### config.mk
export PLATFORM = sky130hd
export DESIGN_NAME = pinport_top
export DESIGN_NICKNAME = d
export VERILOG_FILES = /design/src/rtl/pinport_pkg.sv /design/src/rtl/pinport_regs.sv /design/src/rtl/pinport_sync.sv /design/src/rtl/pinport_pads.sv /design/src/rtl/pinport_ctrl.sv /design/src/rtl/pinport_top.sv
export SDC_FILE = /design/constraint.sdc
export NUM_CORES = 1
export LEC_CHECK = 0
export ABC_AREA = 1
export BUFFER_PORTS_ARGS = -buffer_cell sky130_fd_sc_hd__clkbuf_2
export CORE_ASPECT_RATIO = 1.1
export CORE_UTILIZATION = 47
export DETAILED_ROUTE_END_ITERATION = 6
export HOLD_SLACK_MARGIN = 0.15
export PLACE_DENSITY = 0.88
export SLEW_MARGIN = 40
export SYNTH_ARGS = -nofsm -noshare
export SYNTH_HDL_FRONTEND = slang
export SYNTH_SLANG_ARGS = --single-unit
### constraint.sdc
create_clock -name clk -period 0.9 [get_ports clk]
set_input_delay 0.09 -clock clk [delete_from_list [all_inputs] [get_ports clk]]
set_output_delay 0.09 -clock clk [all_outputs]
set_load 0.02 [all_outputs]
### src/rtl/pinport_pkg.sv
package pinport_pkg;

    typedef enum logic [1:0] {
        KIND_GENERAL = 2'd0,
        KIND_CONTROL = 2'd1,
        KIND_OUTPUT  = 2'd2
    } port_kind_e;

    localparam int          OFS_W    = 2;
    localparam logic [1:0]  OFS_MODE = 2'd0;
    localparam logic [1:0]  OFS_VAL  = 2'd1;
    localparam logic [1:0]  OFS_PINS = 2'd2;

    typedef struct packed {
        logic oe;
        logic drv;
        logic pull;
    } pad_ctl_t;

    // Decode one pin's mode/value pair into pad controls.
    function automatic pad_ctl_t pad_decode(input logic mode_b, input logic val_b);
        pad_ctl_t p;
        p.oe   = mode_b;
        p.drv  = mode_b & val_b;
        p.pull = ~mode_b & val_b;
        return p;
    endfunction

    // Number of top bits that act as chip controls rather than pins.
    function automatic int ctrl_bits(input port_kind_e k);
        return (k == KIND_CONTROL) ? 2 : 0;
    endfunction

endpackage

### src/rtl/pinport_regs.sv
module pinport_regs
    import pinport_pkg::*;
#(
    parameter int         WIDTH = 8,
    parameter port_kind_e KIND  = KIND_GENERAL
) (
    input  logic             clk,
    input  logic             rst,
    input  logic             wr_mode,
    input  logic             wr_val,
    input  logic [WIDTH-1:0] wdata,
    output logic [WIDTH-1:0] mode_q,
    output logic [WIDTH-1:0] val_q
);
    localparam logic [WIDTH-1:0] PIN_MASK   = {WIDTH{1'b1}} >> ctrl_bits(KIND);
    localparam logic [WIDTH-1:0] MODE_WMASK = (KIND == KIND_OUTPUT) ? '0 : '1;
    localparam logic [WIDTH-1:0] VAL_RST    = (KIND == KIND_OUTPUT) ? '1 : '0;

    always_ff @(posedge clk) begin
        if (rst) begin
            mode_q <= '0;
            val_q  <= VAL_RST;
        end else begin
            if (wr_mode) mode_q <= wdata & MODE_WMASK;
            if (wr_val)  val_q  <= wdata & PIN_MASK;
        end
    end

endmodule

### src/rtl/pinport_sync.sv
module pinport_sync #(
    parameter int WIDTH = 8
) (
    input  logic             clk,
    input  logic             rst,
    input  logic [WIDTH-1:0] async_in,
    output logic [WIDTH-1:0] sync_out
);
    logic [WIDTH-1:0] stage1;

    always_ff @(posedge clk) begin
        if (rst) begin
            stage1   <= '0;
            sync_out <= '0;
        end else begin
            stage1   <= async_in;
            sync_out <= stage1;
        end
    end

endmodule

### src/rtl/pinport_pads.sv
module pinport_pads
    import pinport_pkg::*;
#(
    parameter int         WIDTH = 8,
    parameter port_kind_e KIND  = KIND_GENERAL
) (
    input  logic [WIDTH-1:0] mode_q,
    input  logic [WIDTH-1:0] val_q,
    output logic [WIDTH-1:0] pin_oe,
    output logic [WIDTH-1:0] pin_out,
    output logic [WIDTH-1:0] pin_pull
);
    localparam int  PIN_BITS = WIDTH - ctrl_bits(KIND);
    localparam bit  ALL_OUT  = (KIND == KIND_OUTPUT);

    for (genvar i = 0; i < WIDTH; i++) begin : g_pin
        pad_ctl_t dec;
        always_comb begin
            dec = pad_decode(mode_q[i], val_q[i]);
            if (ALL_OUT) begin
                pin_oe[i]   = 1'b1;
                pin_out[i]  = val_q[i];
                pin_pull[i] = 1'b0;
            end else if (i >= PIN_BITS) begin
                pin_oe[i]   = 1'b0;
                pin_out[i]  = 1'b0;
                pin_pull[i] = 1'b0;
            end else begin
                pin_oe[i]   = dec.oe;
                pin_out[i]  = dec.drv;
                pin_pull[i] = dec.pull;
            end
        end
    end

endmodule

### src/rtl/pinport_ctrl.sv
module pinport_ctrl
    import pinport_pkg::*;
#(
    parameter int         WIDTH = 8,
    parameter port_kind_e KIND  = KIND_GENERAL
) (
    input  logic             clk,
    input  logic             rst,
    input  logic             wr_val,
    input  logic [WIDTH-1:0] wdata,
    input  logic [WIDTH-1:0] mode_q,
    output logic             deep_sleep_req,
    output logic             light_sleep_req,
    output logic             serial_clk_alt,
    output logic             wake_delay_en
);
    localparam bit IS_CTRL = (KIND == KIND_CONTROL);
    localparam int BIT_HI  = WIDTH - 1;
    localparam int BIT_LO  = WIDTH - 2;

    logic deep_q, light_q;

    // Request bits are never stored: they live for one cycle as a pulse.
    always_ff @(posedge clk) begin
        if (rst) begin
            deep_q  <= 1'b0;
            light_q <= 1'b0;
        end else begin
            deep_q  <= wr_val & wdata[BIT_HI];
            light_q <= wr_val & wdata[BIT_LO];
        end
    end

    assign deep_sleep_req  = IS_CTRL & deep_q;
    assign light_sleep_req = IS_CTRL & light_q;
    assign serial_clk_alt  = IS_CTRL & mode_q[BIT_LO];
    assign wake_delay_en   = IS_CTRL & mode_q[BIT_HI];

endmodule

### src/rtl/pinport_top.sv
module pinport_top
    import pinport_pkg::*;
#(
    parameter int         WIDTH = 8,
    parameter port_kind_e KIND  = KIND_GENERAL
) (
    input  logic             clk,
    input  logic             rst,
    input  logic [1:0]       bus_addr,
    input  logic             bus_we,
    input  logic [WIDTH-1:0] bus_wdata,
    output logic [WIDTH-1:0] bus_rdata,
    input  logic [WIDTH-1:0] pin_in,
    output logic [WIDTH-1:0] pin_oe,
    output logic [WIDTH-1:0] pin_out,
    output logic [WIDTH-1:0] pin_pull,
    output logic             deep_sleep_req,
    output logic             light_sleep_req,
    output logic             serial_clk_alt,
    output logic             wake_delay_en
);
    localparam logic [WIDTH-1:0] PIN_MASK   = {WIDTH{1'b1}} >> ctrl_bits(KIND);
    localparam logic [WIDTH-1:0] MODE_RMASK = (KIND == KIND_OUTPUT) ? '0 : PIN_MASK;

    logic             wr_mode, wr_val;
    logic [WIDTH-1:0] mode_q, val_q, pins_sync;

    assign wr_mode = bus_we && (bus_addr == OFS_MODE);
    assign wr_val  = bus_we && (bus_addr == OFS_VAL);

    pinport_regs #(.WIDTH(WIDTH), .KIND(KIND)) regs_i (
        .clk(clk), .rst(rst), .wr_mode(wr_mode), .wr_val(wr_val),
        .wdata(bus_wdata), .mode_q(mode_q), .val_q(val_q)
    );

    pinport_sync #(.WIDTH(WIDTH)) sync_i (
        .clk(clk), .rst(rst), .async_in(pin_in), .sync_out(pins_sync)
    );

    pinport_pads #(.WIDTH(WIDTH), .KIND(KIND)) pads_i (
        .mode_q(mode_q), .val_q(val_q),
        .pin_oe(pin_oe), .pin_out(pin_out), .pin_pull(pin_pull)
    );

    pinport_ctrl #(.WIDTH(WIDTH), .KIND(KIND)) ctrl_i (
        .clk(clk), .rst(rst), .wr_val(wr_val), .wdata(bus_wdata), .mode_q(mode_q),
        .deep_sleep_req(deep_sleep_req), .light_sleep_req(light_sleep_req),
        .serial_clk_alt(serial_clk_alt), .wake_delay_en(wake_delay_en)
    );

    always_comb begin
        unique case (bus_addr)
            OFS_MODE: bus_rdata = mode_q & MODE_RMASK;
            OFS_VAL:  bus_rdata = val_q & PIN_MASK;
            OFS_PINS: bus_rdata = pins_sync & PIN_MASK;
            default:  bus_rdata = '0;
        endcase
    end

endmodule

==> results.md, run 1 <==
- RSZ-0062 raised after global routing: yes
- # port buffers: 52
- CTS tree: done
- Launching point of the worst reg2reg path: regs_i.val_q[7]$_SDFFE_PP0P_
- I/O pins: 57
- Row cnt: 20
- GRT Total Usage: 24.7%
- Final WS setup: -0.262 ns
- Hold Vio Cnt, Final: 0
- Relative slew slack: 64.9%
- # diodes: 0
- Worst clock skew: 0.0125 ns
- Period minus WS final: 1.16 ns
- Area Growth Syn to Fin: 62.3%
- Post-synth top area share: 45.4%
- Mapped Area: 0.00141 mm^2
- Area of the multi-input gates: 586 um^2
- First-pass GRT wire length: 5610 um
- Async S/R FF share, synth: 0%
- Status: finished with violations
- Final number of setup-violating endpoints: 33
- Final HPWL DP: 2010 um
- Vias in the first global route: 1,285
- Via count: 1,519
- Kind of critical path: reg2out
- Post-Route WL: 3820 um
- Ys Warns: 0
- Slowest CP cell: dfxtp_2
- Post-synth EDFFs: 0
- Synth Flop Type: dfxtp_1
- Remaining antenna violation count after routing: 0
- Hold Slack: 0.230 ns
- Failing checks: negative setup slack
- CP delay by family, top: flip-flops
- Nature of the critical path startpoint: register
- Layout cells sized above 1: 37.9%
- PwrDens: 1280 mW/mm^2
- CP endpoint: bus_rdata[0]
- Initial DRC Count: 72
- Post-layout util: 81.7%
- Initial Utilization: 50.3%
- Max-Cap Viols: 0
- Initial antenna violation count: 0
- Post-synthesis register bit count: 32
- Cell variety after synth: 13
- Final GP Congestion: 0.731
- Critical Path AT: 1.07 ns
- Nets: 314
- Worst Setup SP: regs_i.val_q[0]$_SDFFE_PP0P_
- Worst-Margin Slew: 0.525 ns
- Inserted Clock Buffers: 5
- Top cells by count, synth: 49 x nand2_1, 49 x nor2_1, 42 x inv_1
- Vias per cell: 4.66
- Die H: 59.5 um
- GRT overflow: 0
- Total die area: 0.00322 mm^2
- Drt wl/cell: 11.7 um
- Largest net degree at the start of global routing: 25
- FMAX: 860 MHz
- Final TNS setup: -5.07 ns
- R2R setup slack: -0.04 ns
- Clock Path Buffers: 2
- Reg area: 681 um^2
- DRT Pass-1 Iters: 5
- Critical path, cell by cell: inv_2, o211ai_1, buf_4
- Reg clk slew, reported paths: 0.10 ns
- CP max stage delay: 0.36 ns
- Synth area leaders: dfxtp_1 45%, nand2_1 13%, nor2_1 13%, inv_1 11%, o211ai_1 4.3%
- Lkg Pwr: 1.20 nW
- Sequential element share of the synthesized area: 45.4%
- Pre-CTS setup slack: -0.0818 ns
- Clock root buffer master: clkbuf_4
- DRC violations left: 0
- Max IR drop VDD: 1.31 mV
- Worst r2r path cells: 6
- Cells after Synth: 211
- FF-to-FF End: regs_i.val_q[7]$_SDFFE_PP0P_
- Worst path depth: 3
- Class of the worst hold path: in2reg
- Filler instances: 181
- Fin. max-slew vios: 0
- Worst EP required: 0.81 ns
- PnR Total Power: 0.00293 W
- H-tree Lvls: 2
- Clk_lat worst skew: 0.34 ns
- Fin crit share: 129%
- Buf+Inv Stages, Crit Path: 2
- Critical Path Fanout Max: 3
- Critical Path End Type: primary output
- Core ar.: 0.00280 mm^2
- Mapped Avg Cell Area: 6.68 um^2
- Die Wd: 54.2 um
- Clock sink count: 32
- Largest area contributor in the netlist: dfxtp_1
metrics by stage:
stage	instances	area, um^2
3_3_place_gp	294	1710
2_1_floorplan	214	1420
4_1_cts	323	2180
3_5_place_dp	294	1710
5_1_grt	326	2290
6_report	326	2290
routing by layer:
| metal | part of all wire (%) | GRT usage [%] | wire, um | vias to the layer above |
|---|---|---|---|---|
| met4 | 2.1 | 11.4 | 81 | 0 |
| met2 | 51 | 41.1 | 1960 | 60 |
| li1 | - | - | - | 775 |
| met5 | 0 | 0 | 0 | - |
| met1 | 41 | 30.0 | 1550 | 674 |
| met3 | 5.8 | 4.87 | 223 | 10 |
worst register-to-register path: stages (launching register included):
cell	delay [ns]
dfxtp_2	0.36
inv_2	0.06
buf_4	0.13
buf_4	0.12
nand2_1	0.06
nand2_1	0.06
nor2_2	0.10
registers in the layout (all words and copies together), names as in the netlist:
| name | flops |
|---|---|
| sync_i.stage1 | 8 |
| regs_i.val_q | 8 |
| regs_i.mode_q | 8 |
| sync_i.sync_out | 8 |
worst min path at each step:
stage | endpoint | from | depth (start not counted) | slack, ns
floorplan | sync_i.stage1[0]$_SDFF_PP0_ | pin_in[0] | 2 | 0.20
global placement | sync_i.stage1[7]$_SDFF_PP0_ | pin_in[7] | 3 | 0.28
detailed placement | sync_i.stage1[4]$_SDFF_PP0_ | pin_in[4] | 3 | 0.29
CTS | regs_i.mode_q[5]$_SDFFE_PP0P_ | bus_addr[1] | 5 | 0.24
global route | regs_i.mode_q[4]$_SDFFE_PP0P_ | bus_addr[1] | 5 | 0.25
finish | regs_i.mode_q[7]$_SDFFE_PP0P_ | bus_addr[1] | 5 | 0.23
final cells by class:
type / count / share of cell area (%)
Clock inverter: 1 / 0.219
Inverter: 42 / 6.89
Multi-Input combinational cell: 128 / 25.6
Tap cell: 33 / 1.80
Timing Repair Buffer: 84 / 34.0
Sequential cell: 32 / 29.7
Clock buffer: 6 / 1.80
power by group:
part	internal (W)	switching, W	total (W)
sequential	0.00148	0.0000565	0.00154
clock	0.000287	0.000471	0.000758
combinational	0.000306	0.000328	0.000635
total	0.00207	0.000856	0.00293
cell families (layout without fill, tap and decap cells):
kind of cell	after synthesis	count (layout)	share of synthesized area, %
simple gates	108	108	30.6
other cells	1	4	0.266
buf+inv	54	133	16.6
flops	32	32	45.4
compound gates	16	16	7.10
placed cells by master (no fill, tap or decap):
cell type,synthesis,routed
nand2_2,0,2
nand3_1,8,8
clkbuf_8,0,6
inv_2,0,12
clkbuf_4,0,5
clkbuf_2,0,20
o211ai_1,8,8
nand3_4,1,1
dfxtp_4,0,8
dlygate4sd3_1,0,18
buf_4,7,22
conb_1,1,4
a21oi_2,0,1
clkinv_2,0,1
nor2_4,0,3
buf_12,0,1
inv_1,42,30
buf_8,0,10
nand2_1,49,47
clkbuf_1,1,1
dfxtp_2,0,8
dfxtp_1,32,16
buf_6,0,7
a21oi_1,8,7
nor2_2,1,4
nor2_1,49,43
timing repair:
item | CTS | global route
buffers inserted | 4 | 3
hold buffers | 18 | 0
endpoints found under the setup margin | 32 | 32
pin swaps | 11 | 4
cloned | 0 | 0
endpoints found under the hold margin | 31 | 0
resized for setup | 73 | 53
Note: power is estimated with default switching activity, not from simulation.
==> run 2, diff against run 1 <==
--- a/config.mk
+++ b/config.mk
@@ -8,10 +8,10 @@
 export ABC_AREA = 1
 export BUFFER_PORTS_ARGS = -buffer_cell sky130_fd_sc_hd__clkbuf_2
 export CORE_ASPECT_RATIO = 1.1
-export CORE_UTILIZATION = 47
+export CORE_UTILIZATION = 43
 export DETAILED_ROUTE_END_ITERATION = 6
 export HOLD_SLACK_MARGIN = 0.15
-export PLACE_DENSITY = 0.88
+export PLACE_DENSITY = 0.82
 export SLEW_MARGIN = 40
 export SYNTH_ARGS = -nofsm -noshare
 export SYNTH_HDL_FRONTEND = slang
==> results.md, run 2 (synthesis gave the netlist of run 1 again) <==
- Status: finished with violations
- Failing checks: negative setup slack
- I/O pins: 57 (unchanged)
- Final number of setup-violating endpoints: 32 (-3.0%)
- Buf+Inv Stages, Crit Path: 2 (unchanged)
- H-tree Lvls: 2 (unchanged)
- Die Wd: 56.6 um (+4.4%)
- DRC violations left: 0 (unchanged)
- Via count: 1,526 (+0.46%)
- Slowest CP cell: dfxtp_2
- Area Growth Syn to Fin: 70.3%
- Drt wl/cell: 12.0 um (+2.3%)
- Non-Filler Instances: 337 (+3.4%)
- Lkg Pwr: 1.26 nW (+4.6%)
- Clk_lat worst skew: 0.33 ns (about the same)
- Initial antenna violation count: 0 (unchanged)
- Final WS setup: -0.312 ns (-0.0490 ns)
- Initial DRC Count: 49 (-32%)
- PwrDens: 1290 mW/mm^2 (+1.0%)
- Final GP Congestion: 0.733 (+0.38%)
- Hold Slack: 0.236 ns (+0.00664 ns)
- Worst EP required: 0.81 ns (about the same)
- Period minus WS final: 1.21 ns (+0.0490 ns)
- Fin. max-slew vios: 0 (unchanged)
- Worst r2r path cells: 4 (-2)
- Initial Utilization: 45.9% (-4.4 points)
- Hold Vio Cnt, Final: 0 (unchanged)
- CP max stage delay: 0.37 ns (about the same)
- Class of the worst hold path: in2reg
- Critical path, cell by cell: inv_2, o211ai_1, buf_4
- Reg clk slew, reported paths: 0.10 ns (about the same)
- CTS tree: done
- Nature of the critical path startpoint: register
- FF-to-FF End: regs_i.mode_q[2]$_SDFFE_PP0P_
- GRT overflow: 0 (unchanged)
- Placed insts: 302 (+2.7%)
- Core ar.: 0.00307 mm^2 (+9.7%)
- R2R setup slack: 0.03 ns (+0.07 ns)
- Final HPWL DP: 2160 um (+7.7%)
- RSZ-0062 raised after global routing: yes
- Critical Path Fanout Max: 2 (-1)
- FMAX: 825 MHz (-4.0%)
- First-pass GRT wire length: 5870 um (+4.6%)
- Vias in the first global route: 1,376 (+7.1%)
- DRT Pass-1 Iters: 4 (-1)
- Largest net degree at the start of global routing: 17 (-32%)
- Post-Route WL: 4040 um (+5.7%)
- CP endpoint: bus_rdata[5]
- Critical Path AT: 1.12 ns (+0.05 ns)
- Launching point of the worst reg2reg path: regs_i.mode_q[2]$_SDFFE_PP0P_
- Max-Cap Viols: 0 (unchanged)
- Inserted Clock Buffers: 5 (unchanged)
- # diodes: 0 (unchanged)
- Remaining antenna violation count after routing: 0 (unchanged)
- GRT Total Usage: 22.4% (-2.3 points)
- Max IR drop VDD: 1.28 mV (-2.2%)
- Row cnt: 21 (+5.0%)
- Die H: 62.1 um (+4.4%)
- Worst clock skew: 0.000346 ns (-0.0122 ns)
- Clock Path Buffers: 2 (unchanged)
- Final TNS setup: -5.41 ns (-0.342 ns)
- Clock root buffer master: clkbuf_4
- Worst Setup SP: regs_i.val_q[5]$_SDFFE_PP0P_
- CP delay by family, top: flip-flops
- Clock sink count: 32 (unchanged)
- Kind of critical path: reg2out
- Nets: 323 (+2.9%)
- Fin crit share: 135% (+5.4 points)
- Total die area: 0.00351 mm^2 (+9.0%)
- Vias per cell: 4.53 (-2.8%)
- Layout cells sized above 1: 42.2% (+4.4 points)
- # port buffers: 52 (unchanged)
- Most frequent cells in the layout: 43 x nand2_1, 43 x nor2_1, 30 x buf_4
- Critical Path End Type: primary output
- Worst path depth: 3 (unchanged)
## run 2: cell types whose count changed in the layout (fill, tap and decap cells not counted), moves of 2 or more
cell and delta:
inv_1 -2, buf_4 +8, nand2_1 -4, clkinvlp_4 +2, nand2_2 +4, buf_8 +3
buf_6 +2, inv_2 +2
## run 2: power by group
part / internal [W] / leakage, nW / switching (W)
logic: 0.000339 / 0.957 / 0.000337
clock network: 0.000379 / 0.0305 / 0.000512
registers: 0.00148 / 0.272 / 0.0000579
## run 2: layout make-up
cell class / instances / area, um^2
fillers: 208 / 673
clock buffers: 6 / 51.3
flip-flops and latches: 32 / 681
multi-input cells: 128 / 587
repair buffers: 93 / 867
inverters: 42 / 158
well taps: 34 / 42.5
clock inverters: 2 / 15.0
## run 2: layer usage
metal	part of all wire (%)	track usage, %	up-vias	wire (um)
li1	-	-	796	-
met1	37	22.4	680	1490
met5	0	0	-	0
met2	57	44.0	46	2300
met4	0.94	7.32	0	38
met3	5.3	8.07	4	214
## run 2: worst min-delay path: stages
cell and delay, ns:
clkbuf_2 0.14, buf_4 0.16, a21oi_1 0.07, nor2_1 0.08
## run 2: timing repair
action,in CTS,in global routing
cloned,0,1
endpoints found under the hold margin,32,0
hold buffers,17,0
setup buffers,7,3
resized for setup,78,56
setup endpoints to repair,32,48
pin swaps,10,3
## run 2: how the worst min path moves through the flow
| stage | cells after the start | to | slack, ns | start |
|---|---|---|---|---|
| final | 4 | regs_i.mode_q[6]$_SDFFE_PP0P_ | 0.24 | bus_we |
| after global routing | 4 | regs_i.mode_q[6]$_SDFFE_PP0P_ | 0.24 | bus_we |
| after CTS | 4 | regs_i.mode_q[6]$_SDFFE_PP0P_ | 0.21 | bus_we |
| after detailed placement | 3 | sync_i.stage1[3]$_SDFF_PP0_ | 0.28 | pin_in[3] |
| after global placement | 3 | sync_i.stage1[4]$_SDFF_PP0_ | 0.28 | pin_in[4] |
| after floorplan | 2 | sync_i.stage1[0]$_SDFF_PP0_ | 0.20 | pin_in[0] |
## run 2: metrics by stage
stage	cell area (um^2)	total power (W)	setup slack, ns	util [%]
6_report	2400	0.00310	-0.312	78.1
5_1_grt	2400	0.00327	-0.352	78.1
4_1_cts	2270	0.00303	-0.322	73.9
3_5_place_dp	1750	0.00202	-0.0883	57.0
3_3_place_gp	1750	0.00201	-0.0637	57.0
2_1_floorplan	1420	0.00185	0.0392	-
==> run 3, diff against run 2 <==
--- a/config.mk
+++ b/config.mk
@@ -12,6 +12,7 @@
 export DETAILED_ROUTE_END_ITERATION = 6
 export HOLD_SLACK_MARGIN = 0.15
 export PLACE_DENSITY = 0.82
+export RECOVER_POWER = 50
 export SLEW_MARGIN = 40
 export SYNTH_ARGS = -nofsm -noshare
 export SYNTH_HDL_FRONTEND = slang
==> constraint.sdc (replaced) <==
create_clock -name clk -period 0.9 [get_ports clk]
set_input_delay 0.18 -clock clk [delete_from_list [all_inputs] [get_ports clk]]
set_output_delay 0.18 -clock clk [all_outputs]
set_load 0.02 [all_outputs]
==> results.md, run 3 (synthesis gave the netlist of run 1 again) <==
- Critical Path Fanout Max: 2 (unchanged)
- # port buffers: 52 (unchanged)
- Lkg Pwr: 1.24 nW (-1.5%)
- Initial antenna violation count: 0 (unchanged)
- Nature of the critical path startpoint: register
- Critical Path AT: 1.11 ns (about the same)
- Worst clock skew: 0.00914 ns (+0.00880 ns)
- Initial DRC Count: 46 (-6.1%)
- Clk_lat worst skew: 0.32 ns (about the same)
- Core ar.: 0.00307 mm^2 (unchanged)
- Class of the worst hold path: in2reg
- Critical Path End Type: primary output
- Hold Vio Cnt, Final: 0 (unchanged)
- First-pass GRT wire length: 5980 um (+1.9%)
- GRT overflow: 0 (unchanged)
- Largest net degree at the start of global routing: 17 (unchanged)
- Final number of setup-violating endpoints: 32 (unchanged)
- Area Growth Syn to Fin: 71.0%
- Vias per cell: 4.66 (+3.0%)
- Clock Path Buffers: 2 (unchanged)
- Final HPWL DP: 2160 um (about the same)
- Initial Utilization: 45.9% (unchanged)
- Commonest non-fill, non-tap cell in the layout: nor2_1
- Post-Route WL: 3990 um (-1.3%)
- Kind of critical path: reg2out
- Remaining antenna violation count after routing: 0 (unchanged)
- Layout cells sized above 1: 43.3% (+1.0 points)
- Failing checks: negative setup slack
- Die Wd: 56.6 um (unchanged)
- Period minus WS final: 1.29 ns (+0.0740 ns)
- Total die area: 0.00351 mm^2 (unchanged)
- Max IR drop VDD: 1.25 mV (-2.5%)
- Status: finished with violations
- Max-Cap Viols: 0 (unchanged)
- Fin. max-slew vios: 0 (unchanged)
- Final instance area: 0.00241 mm^2 (+0.42%)
- Via count: 1,548 (+1.4%)
- DRT Pass-1 Iters: 4 (unchanged)
- CTS tree: done
- Clock sink count: 32 (unchanged)
- # diodes: 0 (unchanged)
- FMAX: 778 MHz (-5.8%)
- Die H: 62.1 um (unchanged)
- Drt wl/cell: 12.0 um (+0.22%)
- RSZ-0062 raised after global routing: yes
- GRT Total Usage: 22.6% (+0.22 points)
- Nets: 319 (-1.2%)
- I/O pins: 57 (unchanged)
- Final GP Congestion: 0.776 (+5.8%)
- Clock root buffer master: clkbuf_4
- PwrDens: 1300 mW/mm^2 (+0.24%)
- Row cnt: 21 (unchanged)
- H-tree Lvls: 2 (unchanged)
- Post-place instance area: 0.00180 mm^2 (+2.9%)
- Inserted Clock Buffers: 5 (unchanged)
- Worst EP required: 0.72 ns (-0.09 ns)
- Most frequent cells in the layout: 42 x nor2_1, 41 x nand2_1, 27 x inv_1
- Reg clk slew, reported paths: 0.10 ns (about the same)
- DRC violations left: 0 (unchanged)
- Vias in the first global route: 1,400 (+1.7%)
- Final TNS setup: -7.69 ns (-2.28 ns)
- Fin crit share: 143% (+8.2 points)
- Final WS setup: -0.386 ns (-0.0740 ns)
==> run 3: cell types whose count changed in the layout (fill, tap and decap cells not counted), sizes merged <==
cell / delta
dlygate4sd3: -1
clkinvlp: -1
buf: -2
nand3: +1
inv: -1
clkbuf: -1
==> run 3: metal layers <==
layer / wire length, um / global-route usage, % / up-vias
li1: - / - / 788
met4: 73 / 10.1 / 0
met2: 2100 / 42.5 / 55
met1: 1640 / 25.3 / 696
met5: 0 / 0 / -
met3: 166 / 4.55 / 9
==> run 3: through the flow <==
stage	worst slack, ns	hold slack (ns)	utilization (%)	std cells	total power [W]
floorplan	-0.0484	0.287	-	214	0.00187
global placement	-0.289	0.372	58.7	301	0.00204
detailed placement	-0.300	0.376	58.7	301	0.00205
CTS	-0.380	0.230	73.5	328	0.00304
global route	-0.440	0.244	78.4	332	0.00329
finish	-0.386	0.238	78.4	332	0.00313
==> run 3: layout make-up <==
cell class / instances / area (um^2)
Clock buffer: 7 / 65.1
Fill cell: 213 / 663
Inverter: 42 / 161
Multi-Input combinational cell: 129 / 638
Sequential cell: 32 / 681
Tap cell: 34 / 42.5
Timing Repair Buffer: 88 / 823
==> run 3: power by group <==
| group | total, W | internal, W | switching [W] |
|---|---|---|---|
| combinational | 0.000681 | 0.000336 | 0.000345 |
| sequential | 0.00154 | 0.00148 | 0.0000639 |
| clock | 0.000901 | 0.000443 | 0.000458 |
==> run 3: critical path: stages (launching register included) <==
cell	delay (ns)
dfxtp_2	0.36
inv_2	0.04
o211ai_1	0.20
buf_4	0.18
==> run 3: what timing repair did <==
action                                  4_1_cts  5_1_grt
hold buffers                                 16        0
setup buffers                                 4        4
hold endpoints to repair                     16        0
resized for setup                            62       67
pin swaps                                     8        6
cloned                                        0        1
endpoints found under the setup margin       32       35
==> run 3: worst paths after layout <==
path                            startpoint                       endpoint  slack [ns]  cells after the start
max reg2reg  regs_i.mode_q[6]$_SDFFE_PP0P_  regs_i.mode_q[6]$_SDFFE_PP0P_        0.06                      4
max           regs_i.val_q[5]$_SDFFE_PP0P_                   bus_rdata[5]       -0.39                      3
min reg2reg    sync_i.stage1[1]$_SDFF_PP0_  sync_i.sync_out[1]$_SDFF_PP0_        0.39                      2
min                                    rst  sync_i.sync_out[1]$_SDFF_PP0_        0.24                      3
